**config.mk**
```make
export PLATFORM = sky130hd
export DESIGN_NAME = nvm_clkdiv_reg
export DESIGN_NICKNAME = d
export VERILOG_FILES = /design/src/rtl/nvm_clkdiv_pkg.sv /design/src/rtl/nvm_cdr_cfg.sv /design/src/rtl/nvm_cdr_prescale.sv /design/src/rtl/nvm_cdr_divcnt.sv /design/src/rtl/nvm_cdr_gate.sv /design/src/rtl/nvm_clkdiv_reg.sv
export SDC_FILE = /design/constraint.sdc
export NUM_CORES = 1
export LEC_CHECK = 0
export BUFFER_PORTS_ARGS = -buffer_cell sky130_fd_sc_hd__buf_4
export CELL_PAD_IN_SITES_DETAIL_PLACEMENT = 1
export CELL_PAD_IN_SITES_GLOBAL_PLACEMENT = 1
export CORE_MARGIN = 2
export CORE_UTILIZATION = 30
export CTS_CLUSTER_DIAMETER = 120
export DETAILED_ROUTE_END_ITERATION = 8
export GPL_ROUTABILITY_DRIVEN = 0
export GPL_TIMING_DRIVEN = 1
export PLACE_DENSITY = 0.73
export SYNTH_ARGS = -nofsm -noshare
export SYNTH_HDL_FRONTEND = slang
export SYNTH_SLANG_ARGS = --single-unit
```
**constraint.sdc**
```tcl
create_clock -name clk -period 1.85 [get_ports clk]
set_input_delay 0.37 -clock clk [delete_from_list [all_inputs] [get_ports clk]]
set_output_delay 0.37 -clock clk [all_outputs]
set_load 0.01 [all_outputs]
```
**src/rtl/nvm_clkdiv_pkg.sv**
```systemverilog
package nvm_clkdiv_pkg;
  localparam int DIV_W   = 6;
  localparam int REG_W   = DIV_W + 2;
  localparam int PRE_FAC = 8;

  typedef struct packed {
    logic             pre;
    logic [DIV_W-1:0] div;
  } div_cfg_t;
endpackage

```
**src/rtl/nvm_cdr_cfg.sv**
```systemverilog
module nvm_cdr_cfg
  import nvm_clkdiv_pkg::*;
(
  input  logic             clk,
  input  logic             rst_n,
  input  logic             wr_en,
  input  logic [REG_W-1:0] wr_data,
  output div_cfg_t         cfg,
  output logic             loaded
);
  logic ign_unused_top;
  assign ign_unused_top = wr_data[REG_W-1];

  always_ff @(posedge clk or negedge rst_n) begin
    if (!rst_n) begin
      cfg    <= '0;
      loaded <= 1'b0;
    end else if (wr_en && !loaded) begin
      cfg    <= div_cfg_t'(wr_data[REG_W-2:0]);
      loaded <= 1'b1;
    end
  end

  p_fields_stable_r3: assert property (@(posedge clk) disable iff (!rst_n)
    $past(loaded) |-> $stable(cfg));
  p_loaded_sticky_r4: assert property (@(posedge clk) disable iff (!rst_n)
    loaded |=> loaded);
endmodule

```
**src/rtl/nvm_cdr_prescale.sv**
```systemverilog
module nvm_cdr_prescale #(
  parameter int FACTOR = 8
) (
  input  logic clk,
  input  logic rst_n,
  input  logic run,
  input  logic bypass,
  output logic stage_en
);
  generate
    if (FACTOR > 1) begin : g_div
      localparam int PW = $clog2(FACTOR);
      localparam logic [PW-1:0] LAST = PW'(FACTOR - 1);
      logic [PW-1:0] cnt;

      always_ff @(posedge clk or negedge rst_n) begin
        if (!rst_n)               cnt <= '0;
        else if (!run || bypass)  cnt <= '0;
        else if (cnt == LAST)     cnt <= '0;
        else                      cnt <= cnt + 1'b1;
      end

      assign stage_en = run && (bypass || (cnt == LAST));

      p_pre_gap_r9: assert property (@(posedge clk) disable iff (!rst_n)
        (run && !bypass && stage_en) |=> !stage_en);
    end else begin : g_pass
      logic ign_unused_byp;
      assign ign_unused_byp = bypass;
      assign stage_en = run;
      logic ign_unused_clk;
      assign ign_unused_clk = clk ^ rst_n;
    end
  endgenerate
endmodule

```
**src/rtl/nvm_cdr_divcnt.sv**
```systemverilog
module nvm_cdr_divcnt #(
  parameter int W = 6
) (
  input  logic         clk,
  input  logic         rst_n,
  input  logic         run,
  input  logic         step,
  input  logic [W-1:0] limit,
  output logic         tick
);
  logic [W-1:0] cnt;

  always_ff @(posedge clk or negedge rst_n) begin
    if (!rst_n)            cnt <= '0;
    else if (!run)         cnt <= '0;
    else if (step) begin
      if (cnt == limit)    cnt <= '0;
      else                 cnt <= cnt + 1'b1;
    end
  end

  assign tick = step && (cnt == limit);

  p_cnt_bound_r8: assert property (@(posedge clk) disable iff (!rst_n)
    run |-> (cnt <= limit));
endmodule

```
**src/rtl/nvm_cdr_gate.sv**
```systemverilog
module nvm_cdr_gate (
  input  logic clk,
  input  logic rst_n,
  input  logic cmd_req,
  input  logic loaded,
  output logic pe_permit,
  output logic acc_err
);
  assign pe_permit = loaded;

  always_ff @(posedge clk or negedge rst_n) begin
    if (!rst_n) acc_err <= 1'b0;
    else        acc_err <= cmd_req && !loaded;
  end

  p_err_after_cmd_r6: assert property (@(posedge clk) disable iff (!rst_n)
    acc_err |-> $past(cmd_req));
endmodule

```
**src/rtl/nvm_clkdiv_reg.sv**
```systemverilog
module nvm_clkdiv_reg
  import nvm_clkdiv_pkg::*;
(
  input  logic             clk,
  input  logic             rst_n,
  input  logic             wr_en,
  input  logic [REG_W-1:0] wr_data,
  output logic [REG_W-1:0] rd_data,
  input  logic             cmd_req,
  output logic             pe_permit,
  output logic             acc_err,
  output logic             tick
);
  div_cfg_t cfg;
  logic     loaded;
  logic     stage_en;

  nvm_cdr_cfg u_cfg (
    .clk(clk), .rst_n(rst_n), .wr_en(wr_en), .wr_data(wr_data),
    .cfg(cfg), .loaded(loaded)
  );

  nvm_cdr_prescale #(.FACTOR(PRE_FAC)) u_pre (
    .clk(clk), .rst_n(rst_n), .run(loaded), .bypass(!cfg.pre),
    .stage_en(stage_en)
  );

  nvm_cdr_divcnt #(.W(DIV_W)) u_cnt (
    .clk(clk), .rst_n(rst_n), .run(loaded), .step(stage_en),
    .limit(cfg.div), .tick(tick)
  );

  nvm_cdr_gate u_gate (
    .clk(clk), .rst_n(rst_n), .cmd_req(cmd_req), .loaded(loaded),
    .pe_permit(pe_permit), .acc_err(acc_err)
  );

  assign rd_data = {loaded, cfg};

  p_permit_tracks_r5: assert property (@(posedge clk) disable iff (!rst_n)
    pe_permit == rd_data[REG_W-1]);
  p_no_tick_idle_r7: assert property (@(posedge clk) disable iff (!rst_n)
    !pe_permit |-> !tick);
  p_tick_spacing_r8: assert property (@(posedge clk) disable iff (!rst_n)
    (tick && rd_data[REG_W-2:0] != '0) |=> !tick);
endmodule

```
-- After elaboration in Yosys (flattened, before gate mapping)
Index checks and enable logic that the tools add are counted.
- input port bits: 12
- register bits: 18
- word-level logic and storage cells: 24
- output and inout bits: 11
- reductions and logical operators: 8
- muxes and demuxes: 5
- eq/ne operators: 3
- $add $sub $neg: 2
- operator list (cell ; count):
    two-way mux 6 bit ; 3
    adder 6 x 1 -> 6 bit, second input constant ; 1
    == test 6 bit ; 1
    two-way mux 3 bit ; 2
    logical AND 1 bit ; 4
    adder 3 x 1 -> 3 bit, second input constant ; 1
    == test 3 bit, second input constant ; 1
    logical NOT 1 bit ; 2
    logical OR 1 bit ; 2
    != test 2 x 1 -> 1 bit, second input constant ; 1

-- Depth between registers and ports, before layout
- depth in word-level cells: 5
- mapped depth: 6
- gate-level depth less buffers: 6

-- Cells and area by module
A second synthesis with hierarchy kept.
- cell total of the unflattened synthesis: 72
- area total of the unflattened synthesis: 918.4 µm²
- by module, submodules not included (module ; area each (µm²) ; instances ; cells each):
    nvm_cdr_divcnt ; 384.1 ; 1 ; 40
    nvm_cdr_cfg ; 336.6 ; 1 ; 18
    nvm_cdr_prescale ; 140.1 ; 1 ; 9
    nvm_cdr_gate ; 46.3 ; 1 ; 3
    nvm_clkdiv_reg ; 11.3 ; 1 ; 2

-- Worst setup path after synthesis
Ideal clock, no wire load.
- kind: flip-flop to output port
- from: register u_cnt.cnt[0]
- to: output port tick
- setup slack: 0.260 ns
- cell stages (with the launch flop): 5
- arrival: 1.220 ns
- path through: dfrtp_1 -> xor2_1 -> nor4_2 -> nand3_2 -> nor2_1
- cells in the longest elaborated chain, start to end: 2
- RTL lines (element ; RTL line ; source):
    start, declared ; nvm_cdr_divcnt.sv:11 ; logic [W-1:0] cnt;
    start signal, assigned ; nvm_cdr_divcnt.sv:18 ; else cnt <= cnt + 1'b1;
    == test 6 bit ; nvm_cdr_divcnt.sv:22 ; assign tick = step && (cnt == limit);
    logical AND 1 bit ; nvm_cdr_divcnt.sv:22 ;
    end, declared ; nvm_clkdiv_reg.sv:12 ; output logic tick
No other way between the ends.

-- Worst setup path in the final report
- from: register u_cnt.cnt[4]
- to: output port tick
The elaborated chain is that of the path after synthesis.

==> results.md <==
- RSZ-0062 raised after global routing: yes
- Yosys warnings: 0
- Die Span Y: between 50 and 60 um
- CTS H-tree lvls: 1
- Synth top area share: a little over half
- Nets: ~120
- Share of the yosys chip area belonging to registers: between 50 and 60%
- CP startpoint: u_cnt.cnt[4]
- Worst setup SP type: flip-flop
- 1st-iter DRT viols: 2
- Syn Std Cell Area: roughly 840 um^2
- PortBufs: 21
- Period minus WS final: between 1.5 and 2 ns
- Setup CP Type: reg2out
- Synthesized instance count: 65
- Register Area: ~450 um^2
- Layout Skew: 0.00231 ns
- Sink Count: 18
- Max-slew violation count: 0
- Fillers: between 300 and 400
- Setup slack, reg-to-reg: 0.09 ns
- Failing checks: setup timing
- Synth area leaders: dfrtp_1, mux2_2, xnor2_1, xor2_1, a32o_1
- Initial antenna violation count: 0
- CTS clock-pin slew for the worst setup and hold paths: about 0.10 ns
- Total Wirelength: between 1.5 and 2 mm
- Static leakage: just under 0.6 nW
- Antenna diodes: 0
- Maximum vdd ir drop: around 0.47 mV
- Fin cells: 134
- Synthesized flop and latch total: 18
- Num CTS Buffers: 3
- Initial DRT Pass Iterations: 4
- Min-delay worst type: in2reg
- Synth Net Count: 80
- Power per standard cell area: approximately 1100 nW/um^2
- Vias in the first global route: about 720
- Status: complete, but fails checks
- Layout cell share with drive strength beyond 1: between 50% and 60%
- Req. time, crit path: 1.48 ns
- Root Driver: clkbuf_4
- CTS tree: done
- Final period util: 101%
- RR Endpoint: u_cnt.cnt[0]
- Worst path slowest cell: dfrtp_1
- Initial core utilization: between 30% and 40%
- Final ANT Viol Nets: 0
- Worst Path Max Fanout: 2
- Maxcap violations: 0
- CP Cell Sequence: xor2_1 -> nor4_2 -> nand3_2 -> nor2_2 -> buf_4
- P&R area growth vs syn: 43.9%
- Worst-Skew Late Latency: between 0.2 and 0.3 ns
- Cell taking the most area after synthesis: dfrtp_1
- Die area: ~3200 um^2
- Via count: about 650
- Synthesized area per cell: around 13 um^2
- Worst Setup End Kind: output pin
- Synth unique cells: 21
- Critical Path End: tick
- Vias/cell: between 4 and 5
- DRC: 0
- Reg2Reg Depth: 11
- Setup TNS: -0.0162 ns
- Worst path arrival time: approximately 1.5 ns
- Fin util: around 45%
- R2R Path Start: u_pre.g_div.cnt[0]
- Worst Tran Pin Value: around 0.43 ns
- Worst rel slew slack: 71.5%
- First-pass GRT wire length: about 3.1 mm
- DIE WIDTH: 56.9 um
- Fin worst setup slack: -0.0162 ns
- Largest net degree at the start of global routing: 19
- WL per Instance: 13.4 um
- Num rows: 19
- Dpl hpwl: between 1 and 1.5 mm
- Setup violations, final: 1
- Worst slack, placed: 0.200 ns
- Placed cells: around 120
- Fmax achieved: between 500 and 600 MHz
- CP peak stage delay: between 0.4 and 0.5 ns
- Clk buf depth: 2
- Multi-input gate area: 404 um^2
- GRT Total Usage: approximately 13%
- Remaining global-route overflow: 0
- Final hold vios: 0
- Ports: 23
- Core ar.: about 2700 um^2
-- layout make-up --
class	count	share of cell area, %
clock buffers	4	3.01
multi-input cells	45	33.5
flip-flops and latches	18	37.7
well taps	31	3.22
repair buffers	36	22.6
-- where the power goes --
group,internal [W],switching [W]
clock,0.000120,0.000116
sequential,0.000478,0.0000814
combinational,0.000285,0.000205
-- synth_stat cells (all sizes together) --
cell type / instances
a22o: 1
or2: 1
nor2: 3
buf: 1
nand2b: 1
dfrtp: 18
nor2b: 2
nand2: 2
and3: 3
clkbuf: 1
and2: 1
xor2: 5
mux2: 7
nor4: 1
nor3: 1
ha: 3
nand3: 4
a32o: 5
xnor2: 5
-- flip-flops by register name (all words and copies together) (netlist names) --
name	flops
u_cnt.cnt	6
u_pre.g_div.cnt	3
u_gate.acc_err	1
u_cfg.cfg	7
u_cfg.loaded	1
-- per-stage QoR --
stage | total power [W] | instance area, um^2 | hold slack, ns
3_3_place_gp | 0.000925 | 1040 | 0.248
3_5_place_dp | 0.000951 | 1040 | 0.250
6_report | 0.00129 | 1210 | 0.275
4_1_cts | 0.00129 | 1190 | 0.263
2_1_floorplan | 0.000814 | 838 | 0.0744
5_1_grt | 0.00138 | 1210 | 0.255
-- kinds of logic (layout without fill, tap and decap cells) --
| kind of cell | count (synthesis) | in the layout | synth area share (%) |
|---|---|---|---|
| muxes | 7 | 7 | 9.40 |
| DFF | 18 | 18 | 53.7 |
| and+or+nand+nor | 19 | 19 | 13.3 |
| AOI/OAI and AO/OA | 6 | 6 | 7.31 |
| adders and majority gates | 3 | 3 | 4.48 |
| buffers and inverters | 2 | 40 | 1.34 |
| xor gates and xnor gates | 10 | 10 | 10.4 |
-- cells in the final DEF, fill, tap and decap left out, types with 2 or more instances in the layout --
cell type	netlist	final
mux2_2	7	7
dfrtp_2	0	3
a32o_1	4	4
nor2b_1	2	2
xnor2_1	5	5
nor2_1	3	2
and3_1	3	3
clkbuf_4	0	3
dfrtp_1	18	15
xor2_1	5	5
nand3_1	3	3
buf_4	1	35
-- worst min path at each step --
stage	to	depth (start not counted)	start	slack, ns
2_1_floorplan	u_cfg.cfg[0]	0	rst_n	0.07
3_3_place_gp	u_gate.acc_err	1	rst_n	0.25
3_5_place_dp	u_gate.acc_err	1	rst_n	0.25
4_1_cts	u_cfg.loaded	2	wr_en	0.26
5_1_grt	u_cfg.loaded	2	wr_en	0.25
6_report	u_cfg.loaded	2	wr_en	0.28
-- critical path, delay by kind of cell (launching register included) --
| family | cells | cell delay [ns] |
|---|---|---|
| buf+inv | 1 | 0.12 |
| flops | 1 | 0.42 |
| simple gates | 3 | 0.51 |
| xor+xnor | 1 | 0.16 |
-- per-layer routing --
layer | track usage (%) | up-vias | wire (um)
met4 | 5.98 | 0 | 33
met1 | 15.8 | 319 | 766
li1 | - | 311 | -
met2 | 21.3 | 17 | 933
met3 | 2.30 | 4 | 62
met5 | 0 | - | 0
-- what timing repair did --
item                                    4_1_cts  5_1_grt
hold buffers                                  1        0
endpoints found under the setup margin        1        2
buffers inserted                             11        1
hold endpoints to repair                     18        0
pin swaps                                     1        0
gates resized for setup                       7        2
(Power assumes the default switching activity.)
